## config.mk

```make
export PLATFORM = sky130hd
export DESIGN_NAME = wm_reset_emitter
export DESIGN_NICKNAME = d
export VERILOG_FILES = /design/src/rtl/wm_emit_pkg.sv /design/src/rtl/wm_sig_source.sv /design/src/rtl/wm_pattern_rot.sv /design/src/rtl/wm_ctrl.sv /design/src/rtl/wm_reset_emitter.sv
export SDC_FILE = /design/constraint.sdc
export NUM_CORES = 1
export LEC_CHECK = 0
export BUFFER_PORTS_ARGS = -buffer_cell sky130_fd_sc_hd__buf_2
export CAP_MARGIN = 0
export CORE_MARGIN = 3
export CORE_UTILIZATION = 64
export CTS_BUF_LIST = sky130_fd_sc_hd__clkbuf_8
export CTS_CLUSTER_DIAMETER = 40
export DETAILED_ROUTE_END_ITERATION = 8
export HOLD_SLACK_MARGIN = 0.15
export PLACE_DENSITY = 0.91
export RECOVER_POWER = 100
export SETUP_SLACK_MARGIN = 0.05
export SLEW_MARGIN = 25
export SYNTH_ARGS = -nofsm -noshare
export SYNTH_HDL_FRONTEND = slang
export SYNTH_HIERARCHICAL = 1
export SYNTH_SLANG_ARGS = --single-unit
```

## constraint.sdc

```tcl
create_clock -name clk -period 2.2 [get_ports clk]
set_input_delay 0.11 -clock clk [delete_from_list [all_inputs] [get_ports clk]]
set_output_delay 0.11 -clock clk [all_outputs]
set_load 0.05 [all_outputs]
```

## src/rtl/wm_emit_pkg.sv

```systemverilog
package wm_emit_pkg;
  typedef enum logic [1:0] {
    ST_LOCKED = 2'd0,
    ST_EMIT   = 2'd1,
    ST_ALIGN  = 2'd2,
    ST_RUN    = 2'd3
  } wm_state_e;
endpackage

```

## src/rtl/wm_sig_source.sv

```systemverilog
// Circulating signature register with per-bit hold counter.
module wm_sig_source #(
  parameter int               SIG_W     = 32,
  parameter int               HOLD_M    = 1,
  parameter logic [SIG_W-1:0] SIGNATURE = '0
) (
  input  logic clk,
  input  logic cfg_rst_n,
  input  logic restart,
  input  logic run,
  output logic bit_o
);
  localparam int HOLD_W = (HOLD_M > 1) ? $clog2(HOLD_M) : 1;
  localparam logic [HOLD_W-1:0] HOLD_LAST = HOLD_W'(HOLD_M - 1);

  logic [SIG_W-1:0]  sig_q;
  logic [HOLD_W-1:0] hold_q;

  always_ff @(posedge clk) begin
    if (!cfg_rst_n || restart) begin
      sig_q  <= SIGNATURE;
      hold_q <= '0;
    end else if (run) begin
      if (hold_q == HOLD_LAST) begin
        hold_q <= '0;
        sig_q  <= {sig_q[SIG_W-2:0], sig_q[SIG_W-1]};
      end else begin
        hold_q <= hold_q + 1'b1;
      end
    end
  end

  assign bit_o = sig_q[SIG_W-1];
endmodule

```

## src/rtl/wm_pattern_rot.sv

```systemverilog
// Rotating pattern register built from chained sections; doubles as lookup storage.
module wm_pattern_rot #(
  parameter int SECT_W = 16,
  parameter int SECTS  = 2,
  parameter logic [SECT_W*SECTS-1:0] HOME = '0,
  parameter int OFFSET = 7,
  localparam int PAT_W = SECT_W * SECTS,
  localparam int POS_W = $clog2(PAT_W)
) (
  input  logic             clk,
  input  logic             cfg_rst_n,
  input  logic             shift,
  input  logic [POS_W-1:0] addr,
  output logic             lut_o,
  output logic [POS_W-1:0] pos_o,
  output logic             home_next_o,
  output logic [PAT_W-1:0] pat_o
);
  localparam int OFF_M = OFFSET % PAT_W;
  localparam logic [POS_W-1:0] POS_INIT = POS_W'((PAT_W - OFF_M) % PAT_W);
  localparam logic [POS_W-1:0] POS_LAST = POS_W'(PAT_W - 1);

  function automatic logic [PAT_W-1:0] rot_back(input logic [PAT_W-1:0] v, input int n);
    logic [PAT_W-1:0] r;
    for (int i = 0; i < PAT_W; i++) r[i] = v[(i + n) % PAT_W];
    return r;
  endfunction

  localparam logic [PAT_W-1:0] INIT_PAT = rot_back(HOME, OFF_M);

  logic [PAT_W-1:0] pat_flat;

  for (genvar s = 0; s < SECTS; s++) begin : g_sect
    localparam int PREV = (s + SECTS - 1) % SECTS;
    logic [SECT_W-1:0] q;
    logic              carry;
    assign carry = pat_flat[PREV*SECT_W + SECT_W - 1];
    always_ff @(posedge clk) begin
      if (!cfg_rst_n)  q <= INIT_PAT[s*SECT_W +: SECT_W];
      else if (shift)  q <= {q[SECT_W-2:0], carry};
    end
    assign pat_flat[s*SECT_W +: SECT_W] = q;
  end

  logic [POS_W-1:0] pos_q, pos_d;

  always_comb begin
    pos_d = pos_q;
    if (shift) pos_d = (pos_q == POS_LAST) ? '0 : pos_q + 1'b1;
  end

  always_ff @(posedge clk) begin
    if (!cfg_rst_n) pos_q <= POS_INIT;
    else            pos_q <= pos_d;
  end

  assign home_next_o = (pos_d == '0);
  assign pos_o       = pos_q;
  assign lut_o       = pat_flat[addr];
  assign pat_o       = pat_flat;
endmodule

```

## src/rtl/wm_ctrl.sv

```systemverilog
// Reset-phase controller: emission, minimum-length check, realignment, lock.
module wm_ctrl
  import wm_emit_pkg::*;
#(
  parameter int MIN_RST = 40
) (
  input  logic      clk,
  input  logic      cfg_rst_n,
  input  logic      ext_rst,
  input  logic      sig_bit,
  input  logic      home_next,
  output wm_state_e state_o,
  output logic      shift_o,
  output logic      sig_restart_o,
  output logic      sig_run_o,
  output logic      core_rst_o
);
  localparam int LEN_W = $clog2(MIN_RST + 1);
  localparam logic [LEN_W-1:0] LEN_MIN = LEN_W'(MIN_RST);
  localparam logic [LEN_W-1:0] LEN_ONE = LEN_W'(1);

  wm_state_e        state_q, state_d;
  logic [LEN_W-1:0] len_q, len_d;

  always_comb begin
    state_d = state_q;
    len_d   = len_q;
    if (ext_rst) begin
      if (state_q != ST_EMIT) begin
        state_d = ST_EMIT;
        len_d   = LEN_ONE;
      end else if (len_q < LEN_MIN) begin
        len_d = len_q + 1'b1;
      end
    end else begin
      case (state_q)
        ST_EMIT:  state_d = (len_q >= LEN_MIN) ? (home_next ? ST_RUN : ST_ALIGN) : ST_LOCKED;
        ST_ALIGN: if (home_next) state_d = ST_RUN;
        default:  state_d = state_q;
      endcase
    end
  end

  always_ff @(posedge clk) begin
    if (!cfg_rst_n) begin
      state_q <= ST_LOCKED;
      len_q   <= '0;
    end else begin
      state_q <= state_d;
      len_q   <= len_d;
    end
  end

  assign shift_o       = ((state_q == ST_EMIT) && sig_bit) || (state_q == ST_ALIGN);
  assign sig_restart_o = ext_rst && (state_q != ST_EMIT);
  assign sig_run_o     = (state_q == ST_EMIT);
  assign core_rst_o    = (state_q != ST_RUN);
  assign state_o       = state_q;
endmodule

```

## src/rtl/wm_reset_emitter.sv

```systemverilog
module wm_reset_emitter
  import wm_emit_pkg::*;
#(
  parameter int               SIG_W       = 32,
  parameter logic [SIG_W-1:0] SIGNATURE   = 32'hB38F_0E5A,
  parameter int               HOLD_M      = 1,
  parameter int               SECT_W      = 16,
  parameter int               SECTS       = 2,
  parameter logic [SECT_W*SECTS-1:0] HOME = 32'h6A3C_F190,
  parameter int               INIT_OFFSET = 7,
  parameter int               MIN_RST     = 40,
  localparam int PAT_W  = SECT_W * SECTS,
  localparam int ADDR_W = $clog2(PAT_W)
) (
  input  logic              clk,
  input  logic              cfg_rst_n,
  input  logic              ext_rst,
  input  logic [ADDR_W-1:0] core_addr,
  output logic              wm_shift_en,
  output logic              lut_out,
  output logic              core_rst
);
  wm_state_e         state_q;
  logic              sig_bit, sig_restart, sig_run, home_next;
  logic [ADDR_W-1:0] pos_q;
  logic [PAT_W-1:0]  pat_flat;

  wm_sig_source #(
    .SIG_W(SIG_W), .HOLD_M(HOLD_M), .SIGNATURE(SIGNATURE)
  ) u_sig (
    .clk(clk), .cfg_rst_n(cfg_rst_n), .restart(sig_restart),
    .run(sig_run), .bit_o(sig_bit)
  );

  wm_pattern_rot #(
    .SECT_W(SECT_W), .SECTS(SECTS), .HOME(HOME), .OFFSET(INIT_OFFSET)
  ) u_pat (
    .clk(clk), .cfg_rst_n(cfg_rst_n), .shift(wm_shift_en), .addr(core_addr),
    .lut_o(lut_out), .pos_o(pos_q), .home_next_o(home_next), .pat_o(pat_flat)
  );

  wm_ctrl #(.MIN_RST(MIN_RST)) u_ctrl (
    .clk(clk), .cfg_rst_n(cfg_rst_n), .ext_rst(ext_rst), .sig_bit(sig_bit),
    .home_next(home_next), .state_o(state_q), .shift_o(wm_shift_en),
    .sig_restart_o(sig_restart), .sig_run_o(sig_run), .core_rst_o(core_rst)
  );
endmodule

```

* After elaboration in Yosys (flattened, before gate mapping)
Index checks and enable logic that the tools add are counted.
** Operators by class
- Add/sub/neg operators :: 3
- $lt $le $gt $ge :: 3
- Reduce and logical (&&, ||, !) cells :: 11
- Mux-type cells :: 13
- Bitwise gates (word level) :: 1
- Equal/unequal tests :: 7
** Operators by type and width (number)
- $mux W6 :: 2
- $mux W5 :: 2
- $mux W2 :: 4
- $add A6 B1 Y6 const B :: 1
- $ge A6 B6 Y1 const B :: 1
- $lt A5 B6 Y1 const B :: 1
- $lt A6 B6 Y1 const B :: 1
- $add A5 B1 Y5 const B :: 1
- $bmux W1 S5 :: 1
- $eq A5 B5 Y1 const B :: 1
- $logic_not A5 Y1 :: 1
- $ne A2 B1 Y1 const B :: 2
- $pmux W2 S2 :: 1
- $reduce_and A2 Y1 :: 2
- $mux W1 :: 3
- $ne A3 B2 Y1 const B :: 1
- $reduce_and A3 Y1 :: 1
- $reduce_bool A3 Y1 :: 1
- $eq A2 B1 Y1 const B :: 1
- $eq A2 B2 Y1 const B :: 1
- $logic_and A1 B1 Y1 :: 2
- $logic_or A1 B1 Y1 :: 2
- $ne A2 B2 Y1 const B :: 1
- $reduce_bool A2 Y1 :: 1
- other kinds (3) :: 3
** Storage, ports and cells
- Logic and storage cells :: 45
- Register bits :: 78
- Input bits :: 8
- Output and inout port bits :: 3

* Depth between registers and ports, before layout
- Depth after elaboration :: 9
- Depth in mapped cells :: 11
- Gate-level depth less buffers :: 9

* Cells and area by module
Netlist, hierarchy kept.
** By module, submodules not included
- wm_pattern_rot :: cells each 180, area each 1783.0 um^2, times used 1, sequential area each 740.7 um^2
- wm_sig_source :: cells each 105, area each 1177.4 um^2, times used 1, sequential area each 640.6 um^2
- wm_ctrl :: cells each 51, area each 407.9 um^2, times used 1, sequential area each 160.2 um^2

* Worst setup path after synthesis
Ideal clock, no wire load.
- Path type :: register to register
- From :: register u_ctrl.state_q[1] (netlist: u_ctrl/state_o[1])
- To :: register u_ctrl.state_q[0] (netlist: u_ctrl/state_o[0])
- Stages on the path, launching flop included :: 10
- Data arrival time :: 2.656 ns
- Period minus slack after synthesis :: 2.780 ns
- Setup time :: 0.125 ns
- Setup slack :: -0.580 ns
- Path through :: dfxtp_1 > inv_1 > o21ai_0 > buf_2 > buf_2 > o21ai_0 > a22oi_1 > nor3_1 > o21ai_0 > a31oi_1
** Between the ends
- Word-level cells in the longest chain between the ends :: 9
- Elaborated cells on any way between the ends :: 15
- Those cells by class :: 5 x eq/ne; 5 x mux; 5 x reduce/logical
** Ends and longest elaborated chain
- from (decl) :: line wm_ctrl.sv:22 : wm_state_e state_q, state_d;
- from (signal assigned) :: line wm_ctrl.sv:49 : state_q <= state_d;
- $eq A2 B1 Y1 :: line wm_ctrl.sv:54 : assign shift_o = ((state_q == ST_EMIT) && sig_bit) || (state_q == ST_ALIGN);
- $logic_and A1 B1 Y1 :: line wm_ctrl.sv:54
- $logic_or A1 B1 Y1 * :: line wm_ctrl.sv:54
- named net wm_shift_en :: line wm_reset_emitter.sv:19 : output logic wm_shift_en,
- $mux W5 * :: line wm_pattern_rot.sv:49 : if (shift) pos_d = (pos_q == POS_LAST) ? '0 : pos_q + 1'b1;
- $logic_not A5 Y1 * :: line wm_pattern_rot.sv:57 : assign home_next_o = (pos_d == '0);
- named net home_next :: line wm_reset_emitter.sv:24 : logic sig_bit, sig_restart, sig_run, home_next;
- $mux W1 :: line wm_ctrl.sv:37 : ST_EMIT: state_d = (len_q >= LEN_MIN) ? (home_next ? ST_RUN : ST_ALIGN) : ST_LOCKED;
- $mux W2 :: line wm_ctrl.sv:37
- $pmux W2 S2 :: line wm_ctrl.sv:36 : case (state_q)
- $mux W2 :: line wm_ctrl.sv:28 : if (ext_rst) begin
Mark *: on every way through the listed nets, which the timed path passes. The rest lies on a longest branch.
A chain may end at the register's enable or synchronous reset.

* Worst setup path after layout
- From :: register u_ctrl.state_q[0] (netlist: u_ctrl/state_o[0])
- To :: register u_pat.g_sect[1].q[4]
** Between the ends
- Word-level cells in the longest chain between the ends :: 3
- Elaborated cells on any way between the ends :: 4
- Those cells by class :: 2 x eq/ne; 2 x reduce/logical
** Ends and longest elaborated chain
- $eq A2 B1 Y1
- named net sig_run :: line wm_reset_emitter.sv:24
- $logic_and A1 B1 Y1 :: line wm_ctrl.sv:54
- $logic_or A1 B1 Y1 :: line wm_ctrl.sv:54
- to (signal assigned) :: line wm_pattern_rot.sv:39 : if (!cfg_rst_n) q <= INIT_PAT[s*SECT_W +: SECT_W];
- to (signal assigned) :: line wm_pattern_rot.sv:40 : else if (shift) q <= {q[SECT_W-2:0], carry};
- to (decl) :: line wm_pattern_rot.sv:35 : logic [SECT_W-1:0] q;
The timed path passes the listed nets, and every way through them passes these cells.

==> run metrics <==
root buffer cell=clkbuf_8; DRT Wirelength=5670 um; Synth-to-Final Area Change=6.84%; Setup violations, final=0; sequential cell area=1540 um^2; clk sinks=77; # Post-CTS Setup Buffers=0; synth unique cells=38; core area=4910 um^2; status=finished, final reports clean; Iter 0 DRT Violations=153; GR Overflow Total=0; Die Y-Extent=78.5 um; post-synthesis sequential area ratio=45.8%; Worst Setup Start Kind=register; number of synthesized flops with an enable pin=0; Syn Nets=348; critical path capture point type=register; via count=2344; WL/cell=13.6 um; non-filler instance count after layout=417; initial antenna violation count=0; global-route wire length before repair=9690 um; share of cells above drive strength 1=9.14%; Max Cap Violations=0; gr busiest metal=met2; row cnt=25; Final ANT Viol Nets=0; Clock transition at path regs=0.09 ns; Async SR Flop Fraction=0%; Cells after Synth=336; CP arrival=2.23 ns; Pwr Total=2.76 mW; Ys Warns=6; area leader, netlist=dfxtp_1; Fillers=374; Skew-Pair Late Insertion Delay=0.35 ns; Placed Instances=399; nets@finish=357; crit share post-route=91.9%; critical path fanouts, max=32; Yosys top cell area share=45.8%; Crit path required time=2.40 ns; detailed placement HPWL=3760 um; Util after Layout=73.3%; total track usage=19.9%; vias per cell=5.62; worst-margin pin slew=0.738 ns; number of global-route vias before repair=2182; M1 GR Usage=23.8%; largest net degree at the start of global routing=39; Placer Congestion=0.740; most frequent cell after synthesis=mux2i_1; Setup Skew=0.00825 ns; Final min period=2.02 ns; Multi-input gate area=1660 um^2; Fin. Hold Viols=0; Hold Crit Class=reg2reg; Port Buffers=10; fin. max-slew vios=0; fmax=0.494 GHz; Most used DFF post-synth=dfxtp_1; die extent in x=78.5 um; Ports=11; Die ar.=6170 um^2; starting density of the core=68.6%; Avg Cell Area, Syn=10.0 um^2; RSZ-0062 raised after global routing=false; M3 GR Usage=6.54%; Setup TNS=0 ns; Synth top cells by count=83 x mux2i_1, 77 x dfxtp_1, 46 x nand2_1; 1st-pass router iterations=5; count of state elements after synthesis=77; Peak VDD IR=0.000674 V; met2 GRT Util=33.2%; CTS tree=done; drc violations=0; total CTS buffers=9; H-tree levels=3; PwrDens=767 nW/um^2; Slew headroom=50.8%; clk buf depth=2; Leak Pwr=1.39 nW; # diodes=0; WS Path Type=reg2reg; Synth area leaders=dfxtp_1 46%, mux2i_1 25%, nand2_1 5.1%; synthesized area=3370 um^2
worst paths after layout:
kind | endpoint | cells past startpoint | slack, ns | start
max | u_pat/g_sect[1].q[4] | 6 | 0.18 | u_ctrl/state_o[0]
min | u_sig/sig_q[1] | 2 | 0.48 | u_sig/sig_q[0]
max reg2reg | u_pat/g_sect[1].q[4] | 6 | 0.18 | u_ctrl/state_o[0]
min reg2reg | u_sig/sig_q[1] | 2 | 0.48 | u_sig/sig_q[0]
cell usage in the layout (no fill, tap or decap), types with 2 or more instances in the layout:
cell	count
inv_1	7
nor2_1	20
mux2i_1	83
nand4_1	4
buf_2	6
ha_1	4
a22oi_1	5
clkbuf_2	2
clkbuf_1	5
nor3_1	3
inv_8	3
nand3_1	5
a21oi_1	10
nand2b_1	2
or3_1	3
dfxtp_1	77
nor2b_1	20
nand2_1	46
and2_1	2
clkbuf_8	9
o22ai_1	2
clkinvlp_4	2
o21ai_0	7
dlygate4sd3_1	2
a31oi_1	2
flip-flops by register name (all words and copies together), names as in the netlist:
name and flops:
u_ctrl/len_q 6, u_ctrl/state_o 2, u_pat/g_sect.q 32, u_pat/pos_o 5
u_sig/sig_q 32
routing by layer:
layer	wire length [um]	up-vias
met3	225	7
met1	2600	1122
met4	81	0
met5	0	-
li1	-	1180
met2	2760	35
report_power, final:
part / switching [mW] / internal [mW] / total (mW) / leakage, nW
Sequential: 0.0397 / 1.44 / 1.48 / 0.628
Clock: 0.568 / 0.438 / 1.01 / 0.0918
Combinational: 0.149 / 0.120 / 0.270 / 0.666
what timing repair did:
| action | in CTS | in global routing |
|---|---|---|
| gates resized for setup | 0 | 1 |
| hold buffers | 2 | 0 |
| hold endpoints to repair | 9 | 0 |
| endpoints found under the setup margin | 0 | 1 |
stage by stage:
step / hold slack, ns / worst slack (ns) / cell area [um^2]
global placement: 0.384 / 0.341 / 3400
global route: 0.507 / 0.0846 / 3600
floorplan: 0.189 / 0.0847 / 3370
CTS: 0.481 / 0.226 / 3610
detailed placement: 0.380 / 0.245 / 3400
finish: 0.482 / 0.177 / 3600
area by class of cell:
type,count,share of cell area [%]
multi-input combinational,233,46.1
clock buffer,9,3.44
tap,67,2.33
inverter,7,0.730
timing repair buffer,17,2.71
clock inverter,7,1.84
sequential,77,42.8
cell families (layout without fill, tap and decap cells):
family | count (synthesis) | count (layout) | synth area share [%]
mux | 84 | 84 | 25.0
buf+inv | 26 | 40 | 5.53
flops | 77 | 77 | 45.8
simple gates | 111 | 111 | 15.6
fa+ha+maj | 4 | 4 | 1.49
compound gates | 34 | 34 | 6.61
worst max-delay path: stages (launching register included):
cell     delay, ns
dfxtp_1       0.46
nor2b_4       0.22
nand2_1       0.10
o21ai_4       0.18
buf_4         0.52
mux2i_1       0.30
nand2_1       0.09
(Power assumes the default switching activity.)
